<file path="src/rtl/fpms_pkg.sv">
package fpms_pkg;

   // Operation codes driven on opsel
   typedef enum logic [1:0] {
      OP_MIN  = 2'd0,
      OP_MAX  = 2'd1,
      OP_MINA = 2'd2,
      OP_MAXA = 2'd3
   } fpms_op_e;

   // Which operand is forwarded
   typedef enum logic {
      PICK_A = 1'b0,
      PICK_B = 1'b1
   } fpms_pick_e;

   // Number of format lanes (single, double)
   localparam int FMT_CNT = 2;
   localparam int FMT_SP  = 0;
   localparam int FMT_DP  = 1;

endpackage

</file>
<file path="src/rtl/fpms_classify.sv">
module fpms_classify #(
   parameter int EXP_W  = 8,
   parameter int FRAC_W = 23
) (
   input  logic [EXP_W+FRAC_W:0]   val,
   output logic                    is_nan,
   output logic                    sign,
   output logic [EXP_W+FRAC_W-1:0] mag
);
   localparam int W = EXP_W + FRAC_W + 1;

   if (EXP_W < 2) begin : g_bad_exp
      $error("fpms_classify: EXP_W must be at least 2");
   end
   if (FRAC_W < 1) begin : g_bad_frac
      $error("fpms_classify: FRAC_W must be at least 1");
   end

   logic [EXP_W-1:0]  expo;
   logic [FRAC_W-1:0] frac;

   assign sign   = val[W-1];
   assign mag    = val[W-2:0];
   assign expo   = val[W-2 -: EXP_W];
   assign frac   = val[FRAC_W-1:0];
   // all-ones exponent with any fraction bit set
   assign is_nan = (&expo) & (|frac);

endmodule

</file>
<file path="src/rtl/fpms_order.sv">
module fpms_order #(
   parameter int MAG_W = 31
) (
   input  logic             sign_a,
   input  logic             sign_b,
   input  logic [MAG_W-1:0] mag_a,
   input  logic [MAG_W-1:0] mag_b,
   output logic             mag_lt,   // |a| < |b|
   output logic             mag_gt,   // |a| > |b|
   output logic             tot_lt,   // a before b, -0 below +0
   output logic             tot_gt    // a after b
);
   if (MAG_W < 2) begin : g_bad_mag
      $error("fpms_order: MAG_W must be at least 2");
   end

   assign mag_lt = (mag_a < mag_b);
   assign mag_gt = (mag_a > mag_b);

   // Signed order derived from sign and magnitude. Opposite signs are
   // decided by the sign alone, which also places -0 below +0.
   always_comb begin
      unique case ({sign_a, sign_b})
         2'b10: begin
            tot_lt = 1'b1;
            tot_gt = 1'b0;
         end
         2'b01: begin
            tot_lt = 1'b0;
            tot_gt = 1'b1;
         end
         2'b00: begin
            tot_lt = mag_lt;
            tot_gt = mag_gt;
         end
         default: begin
            tot_lt = mag_gt;
            tot_gt = mag_lt;
         end
      endcase
   end

endmodule

</file>
<file path="src/rtl/fpms_pick.sv">
module fpms_pick
   import fpms_pkg::*;
(
   input  fpms_op_e   op,
   input  logic       nan_a,
   input  logic       nan_b,
   input  logic       mag_lt,
   input  logic       mag_gt,
   input  logic       tot_lt,
   input  logic       tot_gt,
   output fpms_pick_e pick
);
   fpms_pick_e ordered;

   // Selection between two numbers
   always_comb begin
      unique case (op)
         OP_MIN:  ordered = tot_gt ? PICK_B : PICK_A;
         OP_MAX:  ordered = tot_lt ? PICK_B : PICK_A;
         OP_MINA: begin
            if (mag_gt)      ordered = PICK_B;
            else if (mag_lt) ordered = PICK_A;
            else             ordered = tot_gt ? PICK_B : PICK_A;
         end
         default: begin
            if (mag_lt)      ordered = PICK_B;
            else if (mag_gt) ordered = PICK_A;
            else             ordered = tot_lt ? PICK_B : PICK_A;
         end
      endcase
   end

   // NaN screen overrides the ordered choice
   always_comb begin
      if (nan_a && nan_b)  pick = PICK_A;
      else if (nan_a)      pick = PICK_B;
      else if (nan_b)      pick = PICK_A;
      else                 pick = ordered;
   end

endmodule

</file>
<file path="src/rtl/fp_minmax_sel.sv">
module fp_minmax_sel
   import fpms_pkg::*;
#(
   parameter int DATA_W    = 64,
   parameter int SP_EXP_W  = 8,
   parameter int SP_FRAC_W = 23,
   parameter int DP_EXP_W  = 11,
   parameter int DP_FRAC_W = 52,
   parameter bit OUT_REG   = 1'b1
) (
   input  logic              clk,
   input  logic              rst_n,
   input  logic [DATA_W-1:0] op_a,
   input  logic [DATA_W-1:0] op_b,
   input  logic              is_dbl,
   input  logic [1:0]        opsel,
   output logic [DATA_W-1:0] result
);
   localparam int SP_W = SP_EXP_W + SP_FRAC_W + 1;
   localparam int DP_W = DP_EXP_W + DP_FRAC_W + 1;

   if (DP_W != DATA_W) begin : g_bad_dp
      $error("fp_minmax_sel: double format must fill DATA_W");
   end
   if (SP_W >= DP_W) begin : g_bad_sp
      $error("fp_minmax_sel: single format must be narrower than double");
   end

   fpms_op_e op_e;
   assign op_e = fpms_op_e'(opsel);

   logic [DATA_W-1:0]  lane_res [FMT_CNT];
   logic [FMT_CNT-1:0] lane_nan_a;
   logic [FMT_CNT-1:0] lane_nan_b;
   logic [FMT_CNT-1:0] lane_mag_lt;
   logic [FMT_CNT-1:0] lane_mag_gt;

   for (genvar g = 0; g < FMT_CNT; g++) begin : g_fmt
      localparam int EW = (g == FMT_SP) ? SP_EXP_W  : DP_EXP_W;
      localparam int FW = (g == FMT_SP) ? SP_FRAC_W : DP_FRAC_W;
      localparam int LW = EW + FW + 1;

      logic [LW-1:0] la, lb;
      logic [LW-2:0] ma, mb;
      logic          sa, sb, na, nb;
      logic          mlt, mgt, tlt, tgt;
      fpms_pick_e    pk;

      assign la = op_a[LW-1:0];
      assign lb = op_b[LW-1:0];

      fpms_classify #(.EXP_W(EW), .FRAC_W(FW)) u_cls_a (
         .val(la), .is_nan(na), .sign(sa), .mag(ma)
      );
      fpms_classify #(.EXP_W(EW), .FRAC_W(FW)) u_cls_b (
         .val(lb), .is_nan(nb), .sign(sb), .mag(mb)
      );
      fpms_order #(.MAG_W(LW-1)) u_ord (
         .sign_a(sa), .sign_b(sb), .mag_a(ma), .mag_b(mb),
         .mag_lt(mlt), .mag_gt(mgt), .tot_lt(tlt), .tot_gt(tgt)
      );
      fpms_pick u_pick (
         .op(op_e), .nan_a(na), .nan_b(nb),
         .mag_lt(mlt), .mag_gt(mgt), .tot_lt(tlt), .tot_gt(tgt),
         .pick(pk)
      );

      assign lane_res[g]    = (pk == PICK_B) ? DATA_W'(lb) : DATA_W'(la);
      assign lane_nan_a[g]  = na;
      assign lane_nan_b[g]  = nb;
      assign lane_mag_lt[g] = mlt;
      assign lane_mag_gt[g] = mgt;
   end

   logic [DATA_W-1:0] res_next;
   assign res_next = is_dbl ? lane_res[FMT_DP] : lane_res[FMT_SP];

   if (OUT_REG) begin : g_oreg
      always_ff @(posedge clk or negedge rst_n) begin
         if (!rst_n) result <= '0;
         else        result <= res_next;
      end

      AST_REG_STAGE: assert property (@(posedge clk) disable iff (!rst_n)
         rst_n |=> result == $past(res_next));
   end else begin : g_comb
      assign result = res_next;
   end

   // ---- checks on the selection against the active-format operands ----
   logic [DATA_W-1:0] act_a, act_b;
   logic              act_nan_a, act_nan_b, act_mlt, act_mgt;
   assign act_a     = is_dbl ? op_a : DATA_W'(op_a[SP_W-1:0]);
   assign act_b     = is_dbl ? op_b : DATA_W'(op_b[SP_W-1:0]);
   assign act_nan_a = is_dbl ? lane_nan_a[FMT_DP]  : lane_nan_a[FMT_SP];
   assign act_nan_b = is_dbl ? lane_nan_b[FMT_DP]  : lane_nan_b[FMT_SP];
   assign act_mlt   = is_dbl ? lane_mag_lt[FMT_DP] : lane_mag_lt[FMT_SP];
   assign act_mgt   = is_dbl ? lane_mag_gt[FMT_DP] : lane_mag_gt[FMT_SP];

   AST_BOTH_NAN_KEEP_A: assert property (@(posedge clk) disable iff (!rst_n)
      (act_nan_a && act_nan_b) |-> res_next == act_a);
   AST_ONE_NAN_NUMBER: assert property (@(posedge clk) disable iff (!rst_n)
      (act_nan_a ^ act_nan_b) |-> res_next == (act_nan_a ? act_b : act_a));
   AST_IS_OPERAND: assert property (@(posedge clk) disable iff (!rst_n)
      (res_next == act_a) || (res_next == act_b));
   AST_SP_UPPER_ZERO: assert property (@(posedge clk) disable iff (!rst_n)
      !is_dbl |-> res_next[DATA_W-1:SP_W] == '0);
   AST_MINA_SMALLER: assert property (@(posedge clk) disable iff (!rst_n)
      (!act_nan_a && !act_nan_b && op_e == OP_MINA && act_mgt)
      |-> res_next == act_b);
   AST_MAXA_LARGER: assert property (@(posedge clk) disable iff (!rst_n)
      (!act_nan_a && !act_nan_b && op_e == OP_MAXA && act_mlt)
      |-> res_next == act_b);

endmodule

</file>
<file path="config.mk">
export PLATFORM = sky130hd
export DESIGN_NAME = fp_minmax_sel
export DESIGN_NICKNAME = d
export VERILOG_FILES = /design/src/rtl/fpms_pkg.sv /design/src/rtl/fpms_classify.sv /design/src/rtl/fpms_order.sv /design/src/rtl/fpms_pick.sv /design/src/rtl/fp_minmax_sel.sv
export SDC_FILE = /design/constraint.sdc
export NUM_CORES = 1
export LEC_CHECK = 0
export ABC_CLOCK_PERIOD_IN_PS = 900
export BUFFER_PORTS_ARGS = -buffer_cell sky130_fd_sc_hd__buf_2
export CORE_ASPECT_RATIO = 0.7
export CORE_MARGIN = 3
export CORE_UTILIZATION = 45
export CTS_BUF_LIST = sky130_fd_sc_hd__clkbuf_4
export DETAILED_ROUTE_END_ITERATION = 8
export GPL_TIMING_DRIVEN = 1
export HOLD_SLACK_MARGIN = 0.05
export PLACE_DENSITY_LB_ADDON = 0.2
export SLEW_MARGIN = 40
export SYNTH_ARGS = -nofsm -noshare
export SYNTH_HDL_FRONTEND = slang
export SYNTH_SLANG_ARGS = --single-unit
</file>
<file path="constraint.sdc">
create_clock -name clk -period 0.9 [get_ports clk]
set_input_delay 0.18 -clock clk [delete_from_list [all_inputs] [get_ports clk]]
set_output_delay 0.18 -clock clk [all_outputs]
set_load 0.02 [all_outputs]
</file>
==> flow_summary.yaml, run 1 <==
final_layout:
  layout_commonest_cell: "buf_4"
  largest_registers: "result (64)"
  largest_register: "result"
  final_nets: 1116
  syn_to_final_growth_pct: 74.8
  diodes: 0
  design_area_mm2: 0.00878
  most-common-layout-cells: "buf_4, buf_2, nand2_1"
  largest_reg_flops: 64
  fillerInstances: 653
  multiInputGateArea_mm2: 0.00359
  layout-drive-gt1-share: 0.542
  ff_latch_area_mm2: 0.00160
run:
  drv_cap: 0
placement:
  io_buffer_count: 196
  hpwl_mm: 13.8
  placed_area_mm2: 0.00765
  gp_congestion: 0.937
  pre_cts_slack_ns: -2.23
synthesis:
  ys_warn_count: 0
  async_flop_share: 1.00
  synth_edf_count: 0
  ys_ff_latch: 64
  synthDistinctLibCells: 46
  syn_avg_cell_area_um2: 9.34
  yosysSeqAreaShare: 0.319
  synth_flop_cell: "dfrtp_1"
  synth_area_mm2: 0.00502
  syn_nets: 737
  synth_cells: 538
global_routing:
  met2_usage: 0.443
  grt-ovfl-total: 0
  antenna_found_initial: 0
  grt_pass1_vias: 5603
  use_met1: 0.370
  top_usage_layer: "met2"
  grt_max_degree: 65
  grt_pass1_wl_mm: 27.1
  grtUsageTotal: 0.273
  grt_use_met3: 0.0703
routing:
  viasPerCell: 5.24
  drtPass1Iterations: 7
  drc: 0
  wl_per_cell_um: 17.6
  drt-total-wl_mm: 18.8
  ant_nets: 0
  via_count: 5606
  dr.first_iter.drc_count: 382
timing:
  rsz0062_at_grt: "yes"
  period_share: 2.97
  fin_crit_ns: 2.67
  finalWorstSetupSlack_ns: -1.77
  slew_headroom: 0.591
  fmax_ghz: 0.374
  finalSetupViolCount: 128
  hold_viol: 0
  drv_slew: 0
  max_slew.worst_pin.slew_ns: 0.613
status:
  status: "finished, violations left"
  violations: "negative setup slack"
clock_tree:
  root_buffer: "clkbuf_4"
  cts_tree: "done"
  clock-sinks: 64
  clk_pin_slew_worst_paths_ns: 0.12
  cts.htree.levels: 3
  cts_made_buffers: 9
  cts_buffer_depth: 2
worst_setup_path:
  critPathCaptureType: "flip-flop"
  critPathLaunchType: "input port"
  crit_arrival_ns: 3.00
  cp.required_ns: 1.22
  critical_path.top_delay_family: "compound AO/OA/AOI/OAI gates"
  crit_fanout: 9
  path_class: "input port to flip-flop"
  cp_common_cell: "o31ai_4"
  slowest_delay_ns: 0.36
  critical_path.slowest_cell: "a311o_1"
  path_buf_inv: 4
  path_cells: "buf_2, inv_1, ha_1, o21ai_0, nor2_1, o31ai_4, nand3_1, a311o_1, o211ai_1, a221oi_4, o31ai_4, buf_4, clkbuf_16, mux2_4"
  cp_num_cells: 14
hold_path:
  min-delay-start: "op_b[9]"
  worstHoldEndpoint: "result[9]$_DFF_PN0_"
  hold_depth: 3
  hp-class: "input port to flip-flop"
floorplanning:
  initial_core_util: 0.473
  rows: 31
  coreArea_mm2: 0.0106
  die_w_um: 132
  die_h_um: 94.4
  die-area_mm2: 0.0125
  io_pins: 197
pwr:
  power.density_mw_per_mm2: 1200
  ir_drop_uv: 826
  p_leak_nw: 4.50
[what timing repair did]
action | CTS | global route
setup endpoints to repair | 128 | 128
buffers inserted | 3 | 8
gates resized for setup | 19 | 172
endpoints found under the hold margin | 70 | 1
gates cloned | 1 | 2
hold buffers | 7 | 1
pin swaps | 0 | 26
[metal layers]
metal  routed length [um]  up-vias
li1                     -     2682
met4                  302        0
met5                    0        -
met1                 8470     2652
met3                 1350       29
met2                 8690      243
[cell families after synthesis]
group,after synthesis,share of synthesized area
DFF,64,0.319
adders and majority gates,67,0.166
AOI/OAI and AO/OA,64,0.0894
buffers and inverters,82,0.0702
muxes,66,0.161
and+or+nand+nor,195,0.194
[stage by stage]
step	setup TNS [ns]	util	hold WS, ns	cells	power (W)
floorplan	-104.67	-	-0.116	538	0.00563
global placement	-128.92	0.720	0.224	1032	0.00739
detailed placement	-133.36	0.720	0.228	1032	0.00750
CTS	-119.37	0.752	0.0633	1058	0.00968
global route	-131.27	0.826	0.0541	1069	0.0111
finish	-122.14	0.826	0.0778	1069	0.0106
[tightest hold or removal path, stage by stage]
cell,delay (ns)
buf_2,0.09
buf_4,0.10
mux2_4,0.12
[synth_stat cells (all sizes together), types with 2 or more instances]
library cell,number,share of area
inv,68,0.051
or2,2,0.0025
nand3,9,0.0090
a211oi,3,0.0055
nand2b,4,0.0050
nor2,19,0.014
ha,66,0.16
or3,2,0.0025
a221oi,3,0.0077
clkbuf,8,0.0060
a21oi,27,0.027
nor4,30,0.039
nand3b,2,0.0030
nor2b,3,0.0037
mux2,31,0.091
buf,6,0.013
nor3,9,0.010
a31oi,2,0.0037
o31ai,3,0.010
o211ai,6,0.0090
nand4,29,0.039
o21ai,11,0.011
a2111oi,2,0.0035
dfrtp,64,0.32
a22oi,2,0.0030
mux2i,35,0.070
nor3b,2,0.0030
nand2,82,0.061
[cell type report]
| class | instances | area share |
|---|---|---|
| clock inverters | 5 | 0.00556 |
| repair buffers | 382 | 0.341 |
| inverters | 68 | 0.0322 |
| clock buffers | 10 | 0.00855 |
| well taps | 148 | 0.0211 |
| multi-input cells | 392 | 0.409 |
| flip-flops and latches | 64 | 0.182 |
[power by group]
group	switching, W	internal [W]
clock network	0.00113	0.000841
logic	0.00239	0.00279
registers	0.000185	0.00324
[worst max path at each step]
stage               startpoint                   end  slack [ns]
global route          op_b[56]   result[4]$_DFF_PN0_       -1.84
detailed placement    op_b[10]  result[16]$_DFF_PN0_       -2.23
global placement      op_b[10]  result[17]$_DFF_PN0_       -2.13
CTS                   op_b[31]  result[25]$_DFF_PN0_       -1.65
floorplan             op_b[29]  result[10]$_DFF_PN0_       -1.75
finish                 op_b[5]   result[7]$_DFF_PN0_       -1.77
No activity file was read; power rests on OpenSTA's default activity.
==> run 2: changes to the inputs <==
--- a/config.mk
+++ b/config.mk
@@ -7,14 +7,16 @@
 export LEC_CHECK = 0
 export ABC_CLOCK_PERIOD_IN_PS = 900
 export BUFFER_PORTS_ARGS = -buffer_cell sky130_fd_sc_hd__buf_2
+export CELL_PAD_IN_SITES_DETAIL_PLACEMENT = 1
+export CELL_PAD_IN_SITES_GLOBAL_PLACEMENT = 1
 export CORE_ASPECT_RATIO = 0.7
 export CORE_MARGIN = 3
-export CORE_UTILIZATION = 45
+export CORE_UTILIZATION = 40
 export CTS_BUF_LIST = sky130_fd_sc_hd__clkbuf_4
 export DETAILED_ROUTE_END_ITERATION = 8
 export GPL_TIMING_DRIVEN = 1
 export HOLD_SLACK_MARGIN = 0.05
-export PLACE_DENSITY_LB_ADDON = 0.2
+export PLACE_DENSITY = 0.95
 export SLEW_MARGIN = 40
 export SYNTH_ARGS = -nofsm -noshare
 export SYNTH_HDL_FRONTEND = slang
==> run 2 against run 1 <==
  * The run now fails in 4_1_cts
  * Synthesized cell count unchanged
  * Synthesized area unchanged
==> flow_summary.yaml, run 2 <==
status:
  status: "aborted with a tool error"
  stop_stage: "4_1_cts"
  error_line: "[ERROR DPL-0033] detailed placement checks failed during check placement."
synthesis:
  synth_top_cell_by_area: "dfrtp_1"
  synth_cells: 538
  syn_nets: 737
  ys_ff_latch: 64
  ys_top_cells_by_count: "nand2_1, inv_1, ha_1, dfrtp_1, mux2i_1"
  ys_top_cells_by_area: "dfrtp_1, ha_1, mux2_4, mux2i_1, nand2_1"
  synth_edf_count: 0
  ys_warn_count: 0
  synthDistinctLibCells: 46
  async_flop_share: 1.00
  synth_flop_cell: "dfrtp_1"
  synth.most_common_cell: "nand2_1"
  synth.top_cell.area_share: 0.319
  yosysSeqAreaShare: 0.319
  synth_area_mm2: 0.00502
  syn_avg_cell_area_um2: 9.34
clock_tree:
  post_cts_buffers: 28
  clock-sinks: 64
  cts_made_buffers: 9
  cts_hold_buffers: 5
  cts.htree.levels: 3
  root_buffer: "clkbuf_4"
  cts_resized: 294
  cts_buffer_depth: 2
floorplanning:
  die_h_um: 99.8
  initial_core_util: 0.420
  rows: 33
  die_w_um: 140
  io_pins: 197
placement:
  io_buffer_count: 196
  pre_cts_slack_ns: -2.45
  gp_congestion: 0.965
  hpwl_mm: 21.3
## run 2: per-stage QoR
stage	cell area (um^2)	hold slack [ns]	setup TNS (ns)	cells
floorplan	5290	-0.116	-104.67	538
global placement	7640	0.221	-142.91	1039
detailed placement	7640	0.237	-147.00	1039
## run 2: kinds of logic after synthesis
family          synth area share
flops                      0.319
mux                        0.161
simple gates               0.194
fa+ha+maj                  0.166
compound gates            0.0894
buf+inv                   0.0702
==> run 3: changes to the inputs <==
--- a/config.mk
+++ b/config.mk
@@ -7,16 +7,11 @@
 export LEC_CHECK = 0
 export ABC_CLOCK_PERIOD_IN_PS = 900
 export BUFFER_PORTS_ARGS = -buffer_cell sky130_fd_sc_hd__buf_2
-export CELL_PAD_IN_SITES_DETAIL_PLACEMENT = 1
-export CELL_PAD_IN_SITES_GLOBAL_PLACEMENT = 1
-export CORE_ASPECT_RATIO = 0.7
 export CORE_MARGIN = 3
-export CORE_UTILIZATION = 40
-export CTS_BUF_LIST = sky130_fd_sc_hd__clkbuf_4
+export CORE_UTILIZATION = 30
 export DETAILED_ROUTE_END_ITERATION = 8
 export GPL_TIMING_DRIVEN = 1
-export HOLD_SLACK_MARGIN = 0.05
-export PLACE_DENSITY = 0.95
+export PLACE_DENSITY_LB_ADDON = 0.15
 export SLEW_MARGIN = 40
 export SYNTH_ARGS = -nofsm -noshare
 export SYNTH_HDL_FRONTEND = slang
==> run 3 against run 2 <==
  * The flow now finishes, with violations (negative setup slack)
==> flow_summary.yaml, run 3 (same netlist as run 1, synthesis figures left out) <==
global_routing:
  grt_max_degree: 65
  grt_pass1_wl_mm: 28.3
  grt-ovfl-total: 0
  grtUsageTotal: 0.195
  antenna_found_initial: 5
  grt_pass1_vias: 5801
clock_tree:
  cts_tree: "done"
  clock-sinks: 64
  cts_buffer_depth: 2
  clk_pin_slew_worst_paths_ns: 0.06
  root_buffer: "clkbuf_16"
  cts.htree.levels: 3
  cts_made_buffers: 9
floorplanning:
  rows: 46
  coreArea_mm2: 0.0161
  initial_core_util: 0.312
  die_h_um: 135
  io_pins: 197
  die_w_um: 135
  die-area_mm2: 0.0183
routing:
  viasPerCell: 4.85
  drc: 0
  via_count: 5474
  dr.first_iter.drc_count: 144
  drt-total-wl_mm: 18.3
  drtPass1Iterations: 4
  ant_nets: 0
  wl_per_cell_um: 16.2
worst_setup_path:
  path_cells: "buf_8, inv_4, ha_4, nand4_1, buf_4, inv_2, a221oi_2, nor3b_2, a311o_1, o211ai_1, a221oi_4, o31ai_4, buf_12, mux2_4"
  path_class: "input port to flip-flop"
  critical_path.slowest_cell: "a311o_1"
  crit_fanout: 17
  critPathLaunchType: "input port"
  critPathCaptureType: "flip-flop"
  slowest_delay_ns: 0.40
  cp.required_ns: 1.11
  crit_arrival_ns: 2.93
final_layout:
  most-common-layout-cells: "buf_4, buf_2, buf_6"
  largest_registers: "result (64)"
  largest_register: "result"
  final_util: 0.562
  syn_to_final_growth_pct: 80.2
  largest_reg_flops: 64
  layout_commonest_cell: "buf_4"
  final_nets: 1106
  layout-drive-gt1-share: 0.558
  stdcell_count: 1129
placement:
  placedCellCount: 1103
  gp_congestion: 0.880
  hpwl_mm: 14.7
  io_buffer_count: 196
timing:
  period_share: 3.02
  finalSetupTns_ns: -118.69
  fmax_ghz: 0.368
  finalWorstSetupSlack_ns: -1.82
  rsz0062_at_grt: "yes"
  slew_headroom: 0.576
  hold_viol: 0
  drv_slew: 0
  fin_crit_ns: 2.72
  max_slew.worst_pin.slew_ns: 0.636
  finalSetupViolCount: 128
pwr:
  p_leak_nw: 4.54
  power.density_mw_per_mm2: 1330
  ir_drop_uv: 884
  report.power.total_w: 0.0120
hold_path:
  hp-class: "input port to flip-flop"
  worstHoldEndpoint: "result[39]$_DFF_PN0_"
  min-delay-start: "op_b[39]"
  hold_depth: 3
status:
  status: "finished, violations left"
  violations: "negative setup slack"
run:
  drv_cap: 0
## run 3: metal layers
layer | wire, um | global-route usage | up-vias
met5 | 50 | 0 | -
met4 | 307 | 0.0644 | 8
met3 | 1020 | 0.0449 | 30
met2 | 8930 | 0.329 | 167
met1 | 8030 | 0.248 | 2603
li1 | - | - | 2666
## run 3: repair_timing
item | 4_1_cts | 5_1_grt
endpoints found under the hold margin | 64 | 0
gates resized for setup | 42 | 184
cloned | 0 | 0
hold buffers | 1 | 0
buffers inserted | 2 | 6
setup endpoints to repair | 128 | 128
pin swaps | 7 | 0
## run 3: worst max-delay path by stage
stage,from,to,slack [ns],cells past startpoint
3_5_place_dp,op_b[13],result[29]$_DFF_PN0_,-2.30,14
2_1_floorplan,op_b[29],result[10]$_DFF_PN0_,-1.75,12
3_3_place_gp,op_b[13],result[29]$_DFF_PN0_,-2.19,13
4_1_cts,op_b[24],result[0]$_DFF_PN0_,-1.77,14
6_report,op_b[24],result[29]$_DFF_PN0_,-1.82,14
5_1_grt,op_a[41],result[29]$_DFF_PN0_,-1.90,11
## run 3: cell type report
type	count	area, um^2
Antenna cell	1	2.50
Clock buffer	13	260
Clock inverter	3	40.0
Fill cell	1430	7060
Inverter	68	290
Multi-Input combinational cell	392	3660
Sequential cell	64	1600
Tap cell	216	270
Timing Repair Buffer	372	2930
## run 3: where the power goes
part,leakage (nW),switching [W],internal [W]
registers,0.785,0.000187,0.00325
logic,3.60,0.00229,0.00267
clock network,0.150,0.00134,0.00229
## run 3: metrics by stage
step / hold slack, ns / setup WS [ns] / instance area (um^2)
final: 0.0925 / -1.82 / 9050
after floorplan: -0.116 / -1.75 / 5290
after global routing: 0.0879 / -1.90 / 9050
after global placement: 0.215 / -2.19 / 7770
after detailed placement: 0.219 / -2.30 / 7770
after CTS: 0.0983 / -1.77 / 8360
## run 3: critical path: cells and delay by family
kind                       cells  cell delay [ns]
buffers and inverters          5             0.55
and+or+nand+nor                2             0.23
adders and majority gates      1             0.19
muxes                          1             0.31
AOI/OAI and AO/OA              5             1.45
==> run 4: changes to the inputs <==
--- a/config.mk
+++ b/config.mk
@@ -7,6 +7,9 @@
 export LEC_CHECK = 0
 export ABC_CLOCK_PERIOD_IN_PS = 900
 export BUFFER_PORTS_ARGS = -buffer_cell sky130_fd_sc_hd__buf_2
+export CAP_MARGIN = 20
+export CELL_PAD_IN_SITES_DETAIL_PLACEMENT = 1
+export CELL_PAD_IN_SITES_GLOBAL_PLACEMENT = 2
 export CORE_MARGIN = 3
 export CORE_UTILIZATION = 30
 export DETAILED_ROUTE_END_ITERATION = 8
==> run 4 against run 3 <==
  * Count of clock-buffer cells in the layout is 1 higher
  * Utilization is 1.3 points higher
  * Fmax is 6.9% lower
  * Routed wire length is 21% higher
  * Power is 1.8% higher
  * Sequential power hardly changed
  * The run still ends with negative setup slack left
==> flow_summary.yaml, run 4 (same netlist as run 1, synthesis figures left out) <==
worst_setup_path:
  path_cells: "buf_2, inv_1, ha_4, a21oi_1, nand2_1, a21oi_1, nand3_1, a311o_1, o211ai_1, a221oi_4, o31ai_4, buf_6, buf_8, mux2_4"
  critical_path.top_delay_family: "compound AO/OA/AOI/OAI gates"
  path_buf_inv: 4
  slowest_delay_ns: 0.42
  critPathCaptureType: "flip-flop"
  cp_common_cell: "a21oi_1"
  path_class: "input port to flip-flop"
  cp_num_cells: 14
  cp.required_ns: 1.12
  critical_path.slowest_cell: "o31ai_4"
  critPathLaunchType: "input port"
  crit_fanout: 5
  crit_arrival_ns: 3.13
global_routing:
  grt-ovfl-total: 0
  grt_pass1_wl_mm: 33.2
  grtUsageTotal: 0.232
  grt_pass1_vias: 6381
  antenna_found_initial: 1
  grt_max_degree: 65
floorplanning:
  rows: 46
  initial_core_util: 0.312
  coreArea_mm2: 0.0161
  io_pins: 197
  die_h_um: 135
  die_w_um: 135
  die-area_mm2: 0.0183
hold_path:
  hp-class: "input port to flip-flop"
  hold_depth: 3
clock_tree:
  root_buffer: "clkbuf_16"
  clk_pin_slew_worst_paths_ns: 0.06
  cts_made_buffers: 9
  cts_buffer_depth: 2
  clock-sinks: 64
  cts.htree.levels: 3
  cts_tree: "done"
pwr:
  power.density_mw_per_mm2: 1320
  report.power.total_w: 0.0122
  ir_drop_uv: 896
  p_leak_nw: 4.62
final_layout:
  stdcell_count: 1145
  syn_to_final_growth_pct: 84.3
  largest_registers: "result (64)"
  layout-drive-gt1-share: 0.573
  largest_register: "result"
  largest_reg_flops: 64
  layout_commonest_cell: "buf_4"
  final_nets: 1124
  fillerInstances: 1813
  most-common-layout-cells: "buf_4, buf_2, nand2_1"
timing:
  slew_headroom: 0.558
  whs_ns: 0.121
  hold_viol: 0
  rsz0062_at_grt: "yes"
  period_share: 3.24
  fmax_ghz: 0.343
  fin_crit_ns: 2.92
  max_slew.worst_pin.slew_ns: 0.663
  finalWorstSetupSlack_ns: -2.02
  finalSetupViolCount: 128
  drv_slew: 0
routing:
  dr.first_iter.drc_count: 239
  viasPerCell: 4.95
  wl_per_cell_um: 19.3
  drc: 0
  ant_nets: 0
  drtPass1Iterations: 4
  drt-total-wl_mm: 22.1
  via_count: 5669
status:
  status: "finished, violations left"
  violations: "negative setup slack"
placement:
  io_buffer_count: 196
  hpwl_mm: 16.6
  gp_congestion: 0.846
  placedCellCount: 1106
run:
  drv_cap: 0
## run 4: cell types whose count changed in the layout (fill, tap and decap cells not counted), sizes merged
cell	change
buf	+17
clkbuf	+2
clkinv	-2
bufinv	-1
## run 4: metrics by stage
stage	cell area, um^2	setup TNS (ns)	utilization	worst slack [ns]
final	9260	-130.82	0.575	-2.02
after global routing	9260	-140.26	0.575	-2.13
after CTS	9010	-123.76	0.559	-1.86
after detailed placement	7780	-143.58	0.483	-2.33
after global placement	7780	-135.93	0.483	-2.19
after floorplan	5290	-104.67	-	-1.75
## run 4: final timing paths
check / startpoint / to / slack [ns]
max: op_b[13] / result[23]$_DFF_PN0_ / -2.02
min: op_a[63] / result[63]$_DFF_PN0_ / 0.12
max in group asynchronous: rst_n / result[32]$_DFF_PN0_ / 0.20
min in group asynchronous: rst_n / result[9]$_DFF_PN0_ / 0.40
## run 4: final cells by class
cell class	count	area, um^2	area share
multi-input cells	392	3760	0.406
well taps	216	270	0.0292
flip-flops and latches	64	1600	0.173
diodes	1	2.50	0.000270
inverters	68	288	0.0311
clock buffers	14	274	0.0296
repair buffers	390	3060	0.331
## run 4: tightest hold or removal path, delay by kind of cell
kind                   cells  cell delay (ns)
buffers and inverters      1             0.12
muxes                      1             0.05
and+or+nand+nor            1             0.05
## run 4: power by group
part           leakage (nW)  internal, W  switching [W]  total [W]
clock                 0.135      0.00206        0.00130    0.00336
combinational          3.70      0.00291        0.00252    0.00543
sequential            0.785      0.00325       0.000200    0.00345
## run 4: repair_timing
item / CTS / global route
gates cloned: 1 / 2
pin swaps: 14 / 23
buffers inserted: 12 / 10
resized for setup: 196 / 33
hold buffers: 1 / 0
endpoints found under the setup margin: 128 / 128
endpoints found under the hold margin: 64 / 0
## run 4: metal layers
metal | global-route usage | vias up | share of wire
met1 | 0.275 | 2778 | 0.41
li1 | - | 2699 | -
met4 | 0.0773 | 0 | 0.023
met5 | 0 | - | 0
met2 | 0.425 | 157 | 0.53
met3 | 0.0357 | 35 | 0.038
